`src/rtl/regpair_pkg.sv`:
```
package regpair_pkg;

    typedef enum logic [3:0] {
        K_NONE,
        K_SHL4,
        K_SHR4,
        K_SHL_HALF,
        K_SHR_HALF,
        K_ZEXT,
        K_SEXT,
        K_SWAP,
        K_HI_FROM_R0,
        K_HI_TO_R0
    } op_kind_e;

    typedef struct packed {
        op_kind_e   kind;
        logic       only64;
        logic [3:0] reg_n;
    } dec_t;

endpackage

```
`src/rtl/regpair_decode.sv`:
```
module regpair_decode
    import regpair_pkg::*;
(
    input  logic [15:0] opcode,
    output dec_t        dec
);
    always_comb begin
        dec.kind   = K_NONE;
        dec.only64 = 1'b1;
        dec.reg_n  = opcode[11:8];
        if (opcode[15:12] == 4'h4) begin
            case (opcode[7:0])
                8'h34:   begin dec.kind = K_SHL4; dec.only64 = 1'b0; end
                8'h35:   begin dec.kind = K_SHR4; dec.only64 = 1'b0; end
                8'h38:   dec.kind = K_SHL_HALF;
                8'h39:   dec.kind = K_SHR_HALF;
                8'h44:   dec.kind = K_ZEXT;
                8'h54:   dec.kind = K_SEXT;
                8'h14:   dec.kind = K_SWAP;
                8'h45:   dec.kind = K_HI_FROM_R0;
                8'h55:   dec.kind = K_HI_TO_R0;
                default: dec.kind = K_NONE;
            endcase
        end
    end
endmodule

```
`src/rtl/regpair_alu.sv`:
```
module regpair_alu
    import regpair_pkg::*;
#(
    parameter int HALF_W = 32
) (
    input  op_kind_e          kind,
    input  logic              mode64,
    input  logic [HALF_W-1:0] rn_lo,
    input  logic [HALF_W-1:0] rn_hi,
    input  logic [HALF_W-1:0] r0_lo,
    input  logic [HALF_W-1:0] r0_hi,
    output logic              dst_is_r0,
    output logic [HALF_W-1:0] res_lo,
    output logic [HALF_W-1:0] res_hi
);
    localparam int PAIR_W  = 2 * HALF_W;
    localparam int NIB_SH  = 4;

    logic [PAIR_W-1:0] pair;
    assign pair = {rn_hi, rn_lo};

    always_comb begin
        dst_is_r0 = 1'b0;
        res_lo    = rn_lo;
        res_hi    = rn_hi;
        case (kind)
            K_SHL4: begin
                if (mode64) {res_hi, res_lo} = pair << NIB_SH;
                else        res_lo = rn_lo << NIB_SH;
            end
            K_SHR4: begin
                if (mode64) {res_hi, res_lo} = pair >> NIB_SH;
                else        res_lo = rn_lo >> NIB_SH;
            end
            K_SHL_HALF: begin
                res_hi = rn_lo;
                res_lo = '0;
            end
            K_SHR_HALF: begin
                res_lo = rn_hi;
                res_hi = '0;
            end
            K_ZEXT:       res_hi = '0;
            K_SEXT:       res_hi = {HALF_W{rn_lo[HALF_W-1]}};
            K_SWAP: begin
                res_hi = rn_lo;
                res_lo = rn_hi;
            end
            K_HI_FROM_R0: res_hi = r0_hi;
            K_HI_TO_R0: begin
                dst_is_r0 = 1'b1;
                res_lo    = r0_lo;
                res_hi    = rn_hi;
            end
            default: ;
        endcase
    end
endmodule

```
`src/rtl/regpair_ext_unit.sv`:
```
module regpair_ext_unit
    import regpair_pkg::*;
#(
    parameter int HALF_W  = 32,
    parameter int REG_CNT = 16
) (
    input  logic                       clk,
    input  logic                       rst_n,
    input  logic                       op_valid,
    input  logic [15:0]                op_code,
    input  logic                       mode64,
    input  logic                       ld_en,
    input  logic [$clog2(REG_CNT)-1:0] ld_sel,
    input  logic [HALF_W-1:0]          ld_lo,
    input  logic [HALF_W-1:0]          ld_hi,
    input  logic [$clog2(REG_CNT)-1:0] rd_sel,
    output logic [HALF_W-1:0]          rd_lo,
    output logic [HALF_W-1:0]          rd_hi,
    output logic                       illegal_o,
    output logic                       unhandled_o
);
    localparam int IDX_W  = $clog2(REG_CNT);
    localparam int PAIR_W = 2 * HALF_W;

    initial begin
        assert (REG_CNT == 16) else $error("opcode register field needs REG_CNT of 16");
    end

    typedef struct packed {
        logic [REG_CNT-1:0][PAIR_W-1:0] regs;
        logic                           illegal;
        logic                           unhandled;
    } state_t;

    state_t st_d, st_q;

    dec_t              dec;
    logic [IDX_W-1:0]  rn_idx;
    logic [HALF_W-1:0] rn_lo, rn_hi, r0_lo, r0_hi;
    logic [HALF_W-1:0] res_lo, res_hi;
    logic              dst_is_r0;
    logic [IDX_W-1:0]  dst_idx;

    regpair_decode u_decode (
        .opcode (op_code),
        .dec    (dec)
    );

    assign rn_idx = dec.reg_n;
    assign {rn_hi, rn_lo} = st_q.regs[rn_idx];
    assign {r0_hi, r0_lo} = st_q.regs[0];

    regpair_alu #(.HALF_W(HALF_W)) u_alu (
        .kind      (dec.kind),
        .mode64    (mode64),
        .rn_lo     (rn_lo),
        .rn_hi     (rn_hi),
        .r0_lo     (r0_lo),
        .r0_hi     (r0_hi),
        .dst_is_r0 (dst_is_r0),
        .res_lo    (res_lo),
        .res_hi    (res_hi)
    );

    assign dst_idx = dst_is_r0 ? '0 : rn_idx;

    always_comb begin
        st_d           = st_q;
        st_d.illegal   = 1'b0;
        st_d.unhandled = 1'b0;
        if (ld_en) st_d.regs[ld_sel] = {ld_hi, ld_lo};
        if (op_valid) begin
            if (dec.kind == K_NONE)          st_d.unhandled = 1'b1;
            else if (dec.only64 && !mode64)  st_d.illegal   = 1'b1;
            else                             st_d.regs[dst_idx] = {res_hi, res_lo};
        end
    end

    always_ff @(posedge clk) begin
        if (!rst_n) st_q <= '0;
        else        st_q <= st_d;
    end

    assign {rd_hi, rd_lo} = st_q.regs[rd_sel];
    assign illegal_o      = st_q.illegal;
    assign unhandled_o    = st_q.unhandled;

    // 64-bit-only op in 32-bit mode touches nothing and pulses illegal
    p_illegal_nowrite_r8: assert property (@(posedge clk) disable iff (!rst_n)
        (op_valid && dec.kind != K_NONE && dec.only64 && !mode64 && !ld_en)
        |=> ($stable(st_q.regs) && illegal_o));

    // unknown opcode touches nothing and pulses not-handled
    p_unknown_nowrite_r9: assert property (@(posedge clk) disable iff (!rst_n)
        (op_valid && dec.kind == K_NONE && !ld_en)
        |=> ($stable(st_q.regs) && unhandled_o));

    // the two status pulses are exclusive
    p_flags_exclusive_r9: assert property (@(posedge clk) disable iff (!rst_n)
        !(illegal_o && unhandled_o));

    // 32-bit-mode nibble shifts keep the high half
    p_hi_kept_32_r3: assert property (@(posedge clk) disable iff (!rst_n)
        (op_valid && !mode64 && (dec.kind == K_SHL4 || dec.kind == K_SHR4))
        |=> (st_q.regs[$past(rn_idx)][PAIR_W-1:HALF_W] == $past(rn_hi)));

    // the half exchange swaps the two halves in one cycle
    p_swap_halves_r6: assert property (@(posedge clk) disable iff (!rst_n)
        (op_valid && mode64 && dec.kind == K_SWAP)
        |=> (st_q.regs[$past(rn_idx)] == {$past(rn_lo), $past(rn_hi)}));

    // illegal pulse only follows a strobed opcode
    p_illegal_cause_r8: assert property (@(posedge clk) disable iff (!rst_n)
        $rose(illegal_o) |-> $past(op_valid && !mode64));
endmodule

```
`config.mk`:
```
export PLATFORM = sky130hd
export DESIGN_NAME = regpair_ext_unit
export DESIGN_NICKNAME = d
export VERILOG_FILES = /design/src/rtl/regpair_pkg.sv /design/src/rtl/regpair_decode.sv /design/src/rtl/regpair_alu.sv /design/src/rtl/regpair_ext_unit.sv
export SDC_FILE = /design/constraint.sdc
export NUM_CORES = 2
export LEC_CHECK = 0
export BUFFER_PORTS_ARGS = -buffer_cell sky130_fd_sc_hd__buf_2
export CORE_ASPECT_RATIO = 0.8
export CORE_MARGIN = 3
export CORE_UTILIZATION = 45
export CTS_CLUSTER_DIAMETER = 100
export DETAILED_ROUTE_END_ITERATION = 8
export PLACE_DENSITY = 0.69
export SLEW_MARGIN = 15
export SYNTH_ARGS = -nofsm -noshare
export SYNTH_HDL_FRONTEND = slang
export SYNTH_SLANG_ARGS = --single-unit
```
`constraint.sdc`:
```
create_clock -name clk -period 3.5 [get_ports clk]
set_input_delay 0.35 -clock clk [delete_from_list [all_inputs] [get_ports clk]]
set_output_delay 0.35 -clock clk [all_outputs]
set_load 0.03 [all_outputs]
```
## Word level (Yosys, flattened, before mapping)

Index checks and enable logic that the tools add are counted.

- $add $sub $neg: 0
- $mul: 0
- Div/mod/pow operators: 0
- $lt $le $gt $ge: 6
- Equality and inequality tests: 19
- Shift operators: 0
- Multiplexer cells: 26
- Bitwise logic cells: 2
- Reductions and logical operators: 11

Operators by type and width:

| kind | count |
|---|---|
| 1024-bit bitwise mux | 2 |
| 1024-bit two-way mux | 2 |
| 1026-bit two-way mux | 1 |
| 1025-bit two-way mux | 1 |
| 64-bit binary-select mux with 4-bit select | 2 |
| 64-bit demux with 4-bit select | 2 |
| 64-bit two-way mux | 4 |
| 32-bit case mux with 6 select lines | 1 |
| 32-bit case mux with 5 select lines | 1 |
| 32-bit two-way mux | 3 |
| 4-bit case mux with 9 select lines | 1 |
| 8-bit by 6-bit == test with 1-bit output (second input constant) | 4 |
| 8-bit by 7-bit == test with 1-bit output (second input constant) | 4 |
| 4-bit by 3-bit == test with 1-bit output (second input constant) | 5 |
| 4-bit by 5-bit < comparator with 1-bit output (second input constant) | 4 |
| 4-bit by 2-bit == test with 1-bit output (second input constant) | 2 |
| 4-bit == test (second input constant) | 2 |
| 8-bit by 5-bit == test with 1-bit output (second input constant) | 1 |
| 4-bit by 1-bit greater-or-equal comparator with 1-bit output (second input constant) | 2 |
| 2-bit OR reduction | 4 |
| 5-bit two-way mux | 1 |
| 4-bit by 1-bit == test with 1-bit output (second input constant) | 1 |
| 4-bit logical NOT | 1 |
| 1-bit two-way mux | 4 |
| 6 further kinds | 9 |

- Bits in registers: 1026
- Bits in latches: 0
- RAM bits: 0
- Memory bits (read-only): 0
- Input port bits: 93
- Output and inout bits: 66
- Logic and storage cells: 82
- Memories: 0

## Logic depth before layout (Yosys ltp)

- Word-level depth: 15
- Gate-level depth with buffers: 14
- Mapped depth without buffers: 7

## Modules after synthesis

A second synthesis with hierarchy kept.

- Cells, all modules: 6627
- Area total of the unflattened synthesis: 59878.7 um^2

By module, submodules not included:

| module | instances | cells an instance | area an instance (um^2) | seq. area each (um^2) |
|---|---|---|---|---|
| regpair_ext_unit | 1 | 6178 | 57098.5 | 20539.7 |
| regpair_alu | 1 | 420 | 2567.5 | 0.0 |
| regpair_decode | 1 | 29 | 212.7 | 0.0 |

## Worst setup path after synthesis

OpenSTA, ideal clock, no wires.

- Path type: input -> register
- From: input port op_code[8]
- To: register st_q[173] (netlist bit)
- Setup time: 132 ps
- Arrival: 3219 ps
- Required time: 3368 ps
- Setup slack: 149 ps
- Stages on the path: 9
- Path buffers: 3
- Cells stage by stage: clkbuf_1 > buf_1 > mux4_2 > a22o_1 > nor2_1 > o22ai_1 > a2111oi_4 > clkbuf_1 > a21oi_1

- Word-level cells in the longest chain between the ends: 9
- Elaborated cells between the ends (all ways): 15
- Classes of those cells: 2 x order compare; 12 x mux; 1 x reduce/logical

Ends and longest elaborated chain:

| item | line | text |
|---|---|---|
| start, declared | regpair_ext_unit.sv:10 | `input logic [15:0] op_code,` |
| 4-bit two-way mux | regpair_ext_unit.sv:65 | `assign dst_idx = dst_is_r0 ? '0 : rn_idx;` |
| 4-bit by 5-bit < comparator with 1-bit output (implied by the code) / 4-bit by 1-bit greater-or-equal comparator with 1-bit output (equally long branches) | regpair_ext_unit.sv:75 | `else st_d.regs[dst_idx] = {res_hi, res_lo};` |
| 1-bit logical AND (implied by the code) | regpair_ext_unit.sv:75 |  |
| 64-bit two-way mux (implied by the code) | regpair_ext_unit.sv:75 |  |
| 64-bit demux with 4-bit select | regpair_ext_unit.sv:75 |  |
| 1024-bit bitwise mux * | regpair_ext_unit.sv:75 |  |
| 1024-bit two-way mux * | regpair_ext_unit.sv:74 | `else if (dec.only64 && !mode64) st_d.illegal = 1'b1;` |
| 1025-bit two-way mux * | regpair_ext_unit.sv:73 | `if (dec.kind == K_NONE) st_d.unhandled = 1'b1;` |
| 1026-bit two-way mux * | regpair_ext_unit.sv:72 | `if (op_valid) begin` |
| end signal, assigned | regpair_ext_unit.sv:81 | `else st_q <= st_d;` |
| end, declared | regpair_ext_unit.sv:35 | `state_t st_d, st_q;` |

Mark *: on every way between the ends. The rest lies on a longest branch, timed or not. The select of a mux whose other input is x is not followed.
A chain may end at the register's enable or synchronous reset.

## Worst setup path after layout

- From: register st_q (netlist bit r0_lo[31])
- To: register st_q[187] (netlist bit)

- Word-level cells in the longest chain between the ends: 7

Ends and longest elaborated chain:

| item | line | text |
|---|---|---|
| 64-bit binary-select mux with 4-bit select | regpair_ext_unit.sv:50 | `assign {rn_hi, rn_lo} = st_q.regs[rn_idx];` |
| 64-bit two-way mux (implied by the code) | regpair_ext_unit.sv:50 |  |
| 32-bit case mux with 6 select lines | regpair_alu.sv:26 | `case (kind)` |
| 1024-bit bitwise mux | regpair_ext_unit.sv:75 |  |
| 1024-bit two-way mux | regpair_ext_unit.sv:74 |  |
| 1025-bit two-way mux | regpair_ext_unit.sv:73 |  |
| 1026-bit two-way mux | regpair_ext_unit.sv:72 |  |

No other way between the ends. The select of a mux whose other input is x is not followed.

==> Flow_metrics.wiki <==
{| class="wikitable"
! Metric !! Value
|-
| Clock Sinks || 1026
|-
| Clk_lat worst skew || around 0.78 ns
|-
| Routed length on met1 || 91.1 mm
|-
| Class of the worst hold path || input pin to register
|-
| Syn_nets || 6378
|-
| Outcome || completed
|-
| Adder-cell area share of the yosys netlist || 0%
|-
| Mux share of post-synthesis cell area || between 30% and 40%
|-
| Post-Syn Instances || ~6300
|-
| Routed vias || between 50000 and 60000
|-
| Critical path class || register to register
|-
| Largest net degree at the start of global routing || 128
|-
| Signal arrival time at the worst endpoint || about 3.8 ns
|-
| Top cells by area in the synthesized netlist || sky130_fd_sc_hd__dfxtp_1, sky130_fd_sc_hd__mux4_2, sky130_fd_sc_hd__mux2_2
|-
| Post-detailed-routing wire length || between 200 and 300 mm
|-
| Number of placed I/O pins || approximately 160
|-
| Vertical die dimension || between 300 and 400 um
|-
| Placeable core region || between 100000 and 150000 um^2
|-
| Setup slack after placement || -0.109 ns
|-
| Post-Synthesis Cell Area || 63200 um^2
|-
| H-Tree Depth || 3
|-
| Clock Tree Root || sky130_fd_sc_hd__clkbuf_16
|-
| Top cell type's share of synthesized area || approximately 33%
|-
| Number of DRC markers after the initial detailed-route iteration || between 9000 and 10000
|-
| Count of final hold-check violations || 0
|-
| Post-synth ARST share || 0%
|-
| Last weighted congestion value of the routability-driven placer || roughly 0.94
|-
| Parity-gate share of the synthesized area counting xor and xnor cells || less than 1%
|-
| Count of state elements after synthesis || 1026
|-
| Rows || between 100 and 150
|-
| Tightest Pin Transition || approximately 1.2 ns
|-
| Post-synth EDFFs || 0
|-
| Kind of start point of the critical path || register
|-
| Number of filler cells placed in the layout || roughly 12000
|-
| Largest stage delay on the critical path || around 0.55 ns
|-
| Number of warning messages in the yosys log || 0
|-
| Count of input and output buffers || approximately 160
|-
| Critical Path RT || 4.12 ns
|-
| Leak || roughly 28 nW
|-
| Routed length on met3 || approximately 37 mm
|-
| Power, Total || around 0.027 W
|-
| Overall global routing resource usage || between 30% and 40%
|-
| Post-synthesis to final-layout area growth || 14.0%
|-
| First-pass GRT wire length || about 360 mm
|-
| Area of the die || roughly 140000 um^2
|-
| Layout cells sized above 1 || 37.3%
|-
| Initial core utilization || about 45%
|-
| Clock-pin slew of the registers on the worst-case setup and hold paths || approximately 0.07 ns
|-
| Post-synthesis compound-gate area fraction || roughly 20%
|-
| Floorplan die width || around 420 um
|-
| Number of max-cap violations || 0
|-
| Maximum clock path buffer count || 3
|-
| Post-synthesis share of cell area spent on and, or, nand and nor gates || under 10%
|-
| Clock Skew || around 0.051 ns
|-
| Min Clock Period, post-route || 3.16 ns
|-
| DRC violations left || 0
|-
| Main combinational cell family by area after synthesis || multiplexers
|-
| CTS-repair resized insts || 0
|-
| Post-synthesis average cell area || ~10 um^2
|-
| DRT Pass-1 Iters || 9
|-
| Worst slew slack as a fraction of its limit || just over 20%
|-
| Total power per unit cell area || approximately 380 nW/um^2
|-
| Number of vias per cell || just over 7
|-
| Maximum resistive drop on vdd || about 0.00042 V
|-
| Highest routed metal layer || met5
|-
| CP Max Fanout || 32
|-
| Count of different cell masters after synthesis || between 60 and 70
|-
| Nets@finish || between 6000 and 7000
|-
| Number of global-route vias before repair || around 54000
|-
| Metal2 WL || 106 mm
|-
| Portion of the post-synthesis area used by sequential elements || about a third
|-
| RSZ-0062 raised after global routing || false
|-
| Max Clk Rate || roughly 0.32 GHz
|-
| Number of CTS-inserted buffers || ~100
|-
| Initial antenna violation count || 30
|-
| Routed WL per cell || a little over 30 um
|-
| Area leader, netlist || sky130_fd_sc_hd__dfxtp_1
|-
| Count of antenna-violating nets left after detailed routing || 0
|-
| Critical path capture point type || register
|-
| Global route total overflow || 0
|-
| Setup-violating endpoint count in the final report || 0
|-
| Most used flip-flop cell after synthesis || sky130_fd_sc_hd__dfxtp_1
|-
| Final worst-path setup slack || between 0.3 and 0.4 ns
|-
| TritonCTS clock tree || done
|-
| Slew Limit Fails || 0
|-
| Cell at the slowest stage of the critical path || sky130_fd_sc_hd__mux4_2
|-
| Chain of cells forming the critical path || mux4_2 -> a22oi_1 -> nand2_1 -> nand4_1 -> buf_12 -> nand2_1 -> a2111oi_4 -> buf_12 -> a21oi_1
|-
| Half-perimeter wire length after placement || between 100 and 150 mm
|-
| Period Utilization, post-route || between 90% and 100%
|}
## kinds of logic (layout without fill, tap and decap cells)
kind of cell	Yosys count	after routing
other	0	23
muxes	1521	1521
AOI/OAI and AO/OA	2314	2314
xor gates and xnor gates	3	3
buffers and inverters	806	733
and+or+nand+nor	615	615
DFF	1026	1026
## cell usage after synthesis, drive strengths merged, types with 3 or more instances
master / instances
nor3: 42
nand4: 30
a211oi: 18
a22o: 58
o221ai: 15
nor4b: 4
xnor2: 3
o2111ai: 13
a21oi: 1010
nor2: 268
and3: 3
o22ai: 15
buf: 210
a31oi: 47
and2: 8
o211a: 4
nor2b: 5
o21ai: 1031
a22oi: 69
a2111oi: 15
inv: 11
clkbuf: 585
nor4: 13
nand3: 49
o211ai: 8
or2: 5
mux4: 576
nand2: 156
nand3b: 6
dfxtp: 1026
or3: 7
nand2b: 7
mux2: 945
## flip-flops by register name (all words and copies together), names as in the netlist
signal / count
r0_hi: 32
r0_lo: 32
unhandled_o: 1
illegal_o: 1
st_q: 960
## layout make-up
cell class | count | area (um^2) | area share, %
Antenna cell | 23 | 57.6 | 0.0799
Clock buffer | 147 | 3010 | 4.19
Clock inverter | 45 | 729 | 1.01
Inverter | 11 | 41.3 | 0.0573
Multi-Input combinational cell | 4453 | 39600 | 55.0
Sequential cell | 1026 | 20500 | 28.5
Tap cell | 1860 | 2330 | 3.23
Timing Repair Buffer | 530 | 5680 | 7.89
## worst max-delay path, delay by kind of cell (launching register included)
kind | cells | cell delay, ns
muxes | 1 | 0.55
AOI/OAI and AO/OA | 3 | 0.81
DFF | 1 | 0.41
and+or+nand+nor | 3 | 0.73
buffers and inverters | 2 | 0.50
## through the flow
stage / utilization, % / cells / instance area [um^2] / TNS (ns) / hold slack [ns]
finish: 51.8 / 8095 / 72000 / 0 / 0.0223
global route: 51.8 / 8084 / 72000 / 0 / 0.0364
CTS: 51.8 / 8072 / 72000 / 0 / 0.00500
detailed placement: 49.1 / 7879 / 68200 / -2.35 / 0.621
global placement: 49.1 / 7879 / 68200 / -1.15 / 0.619
floorplan: - / 6285 / 63200 / 0 / 0.476
## per-layer routing
layer	vias up	global-route usage [%]
met1	28300	43.3
met4	10	19.0
li1	23700	-
met5	-	0
met3	1073	10.9
met2	4675	48.2
## worst paths after layout
path         slack (ns)  startpoint   endpoint  cells after the start
max reg2reg        0.34   r0_lo[31]  st_q[187]                      9
min                0.02      mode64  illegal_o                      5
min reg2reg        0.67   st_q[388]  st_q[388]                      3
max                0.34   r0_lo[31]  st_q[187]                      9
## report_power, final
group	switching (W)	internal [W]
clock network	0.00527	0.00727
logic	0.00154	0.00106
registers	0.000134	0.0118
## repair_timing
| action | in CTS | in global routing |
|---|---|---|
| buffers inserted | 0 | 0 |
| hold buffers | 1 | 0 |
| hold endpoints to repair | 2 | 0 |
## cell usage in the layout (no fill, tap or decap), types with 8 or more instances in the layout
master,instances
sky130_fd_sc_hd__buf_2,151
sky130_fd_sc_hd__clkbuf_16,104
sky130_fd_sc_hd__nor3_1,29
sky130_fd_sc_hd__a2111oi_4,15
sky130_fd_sc_hd__a22oi_1,69
sky130_fd_sc_hd__o22ai_1,15
sky130_fd_sc_hd__clkbuf_8,25
sky130_fd_sc_hd__o221ai_1,15
sky130_fd_sc_hd__diode_2,23
sky130_fd_sc_hd__bufinv_16,17
sky130_fd_sc_hd__buf_4,209
sky130_fd_sc_hd__o2111ai_1,13
sky130_fd_sc_hd__a31oi_1,47
sky130_fd_sc_hd__nand3_1,49
sky130_fd_sc_hd__nand4_1,30
sky130_fd_sc_hd__buf_12,163
sky130_fd_sc_hd__o211ai_1,8
sky130_fd_sc_hd__mux2_2,945
sky130_fd_sc_hd__inv_1,11
sky130_fd_sc_hd__nand2_1,155
sky130_fd_sc_hd__clkinv_2,16
sky130_fd_sc_hd__a22o_1,58
sky130_fd_sc_hd__nor2_1,252
sky130_fd_sc_hd__a21oi_1,1007
sky130_fd_sc_hd__nor2_4,14
sky130_fd_sc_hd__clkbuf_1,18
sky130_fd_sc_hd__a211oi_4,11
sky130_fd_sc_hd__dfxtp_1,1026
sky130_fd_sc_hd__mux4_2,576
sky130_fd_sc_hd__o21ai_0,1030
Power figures use the tool's default switching activity.
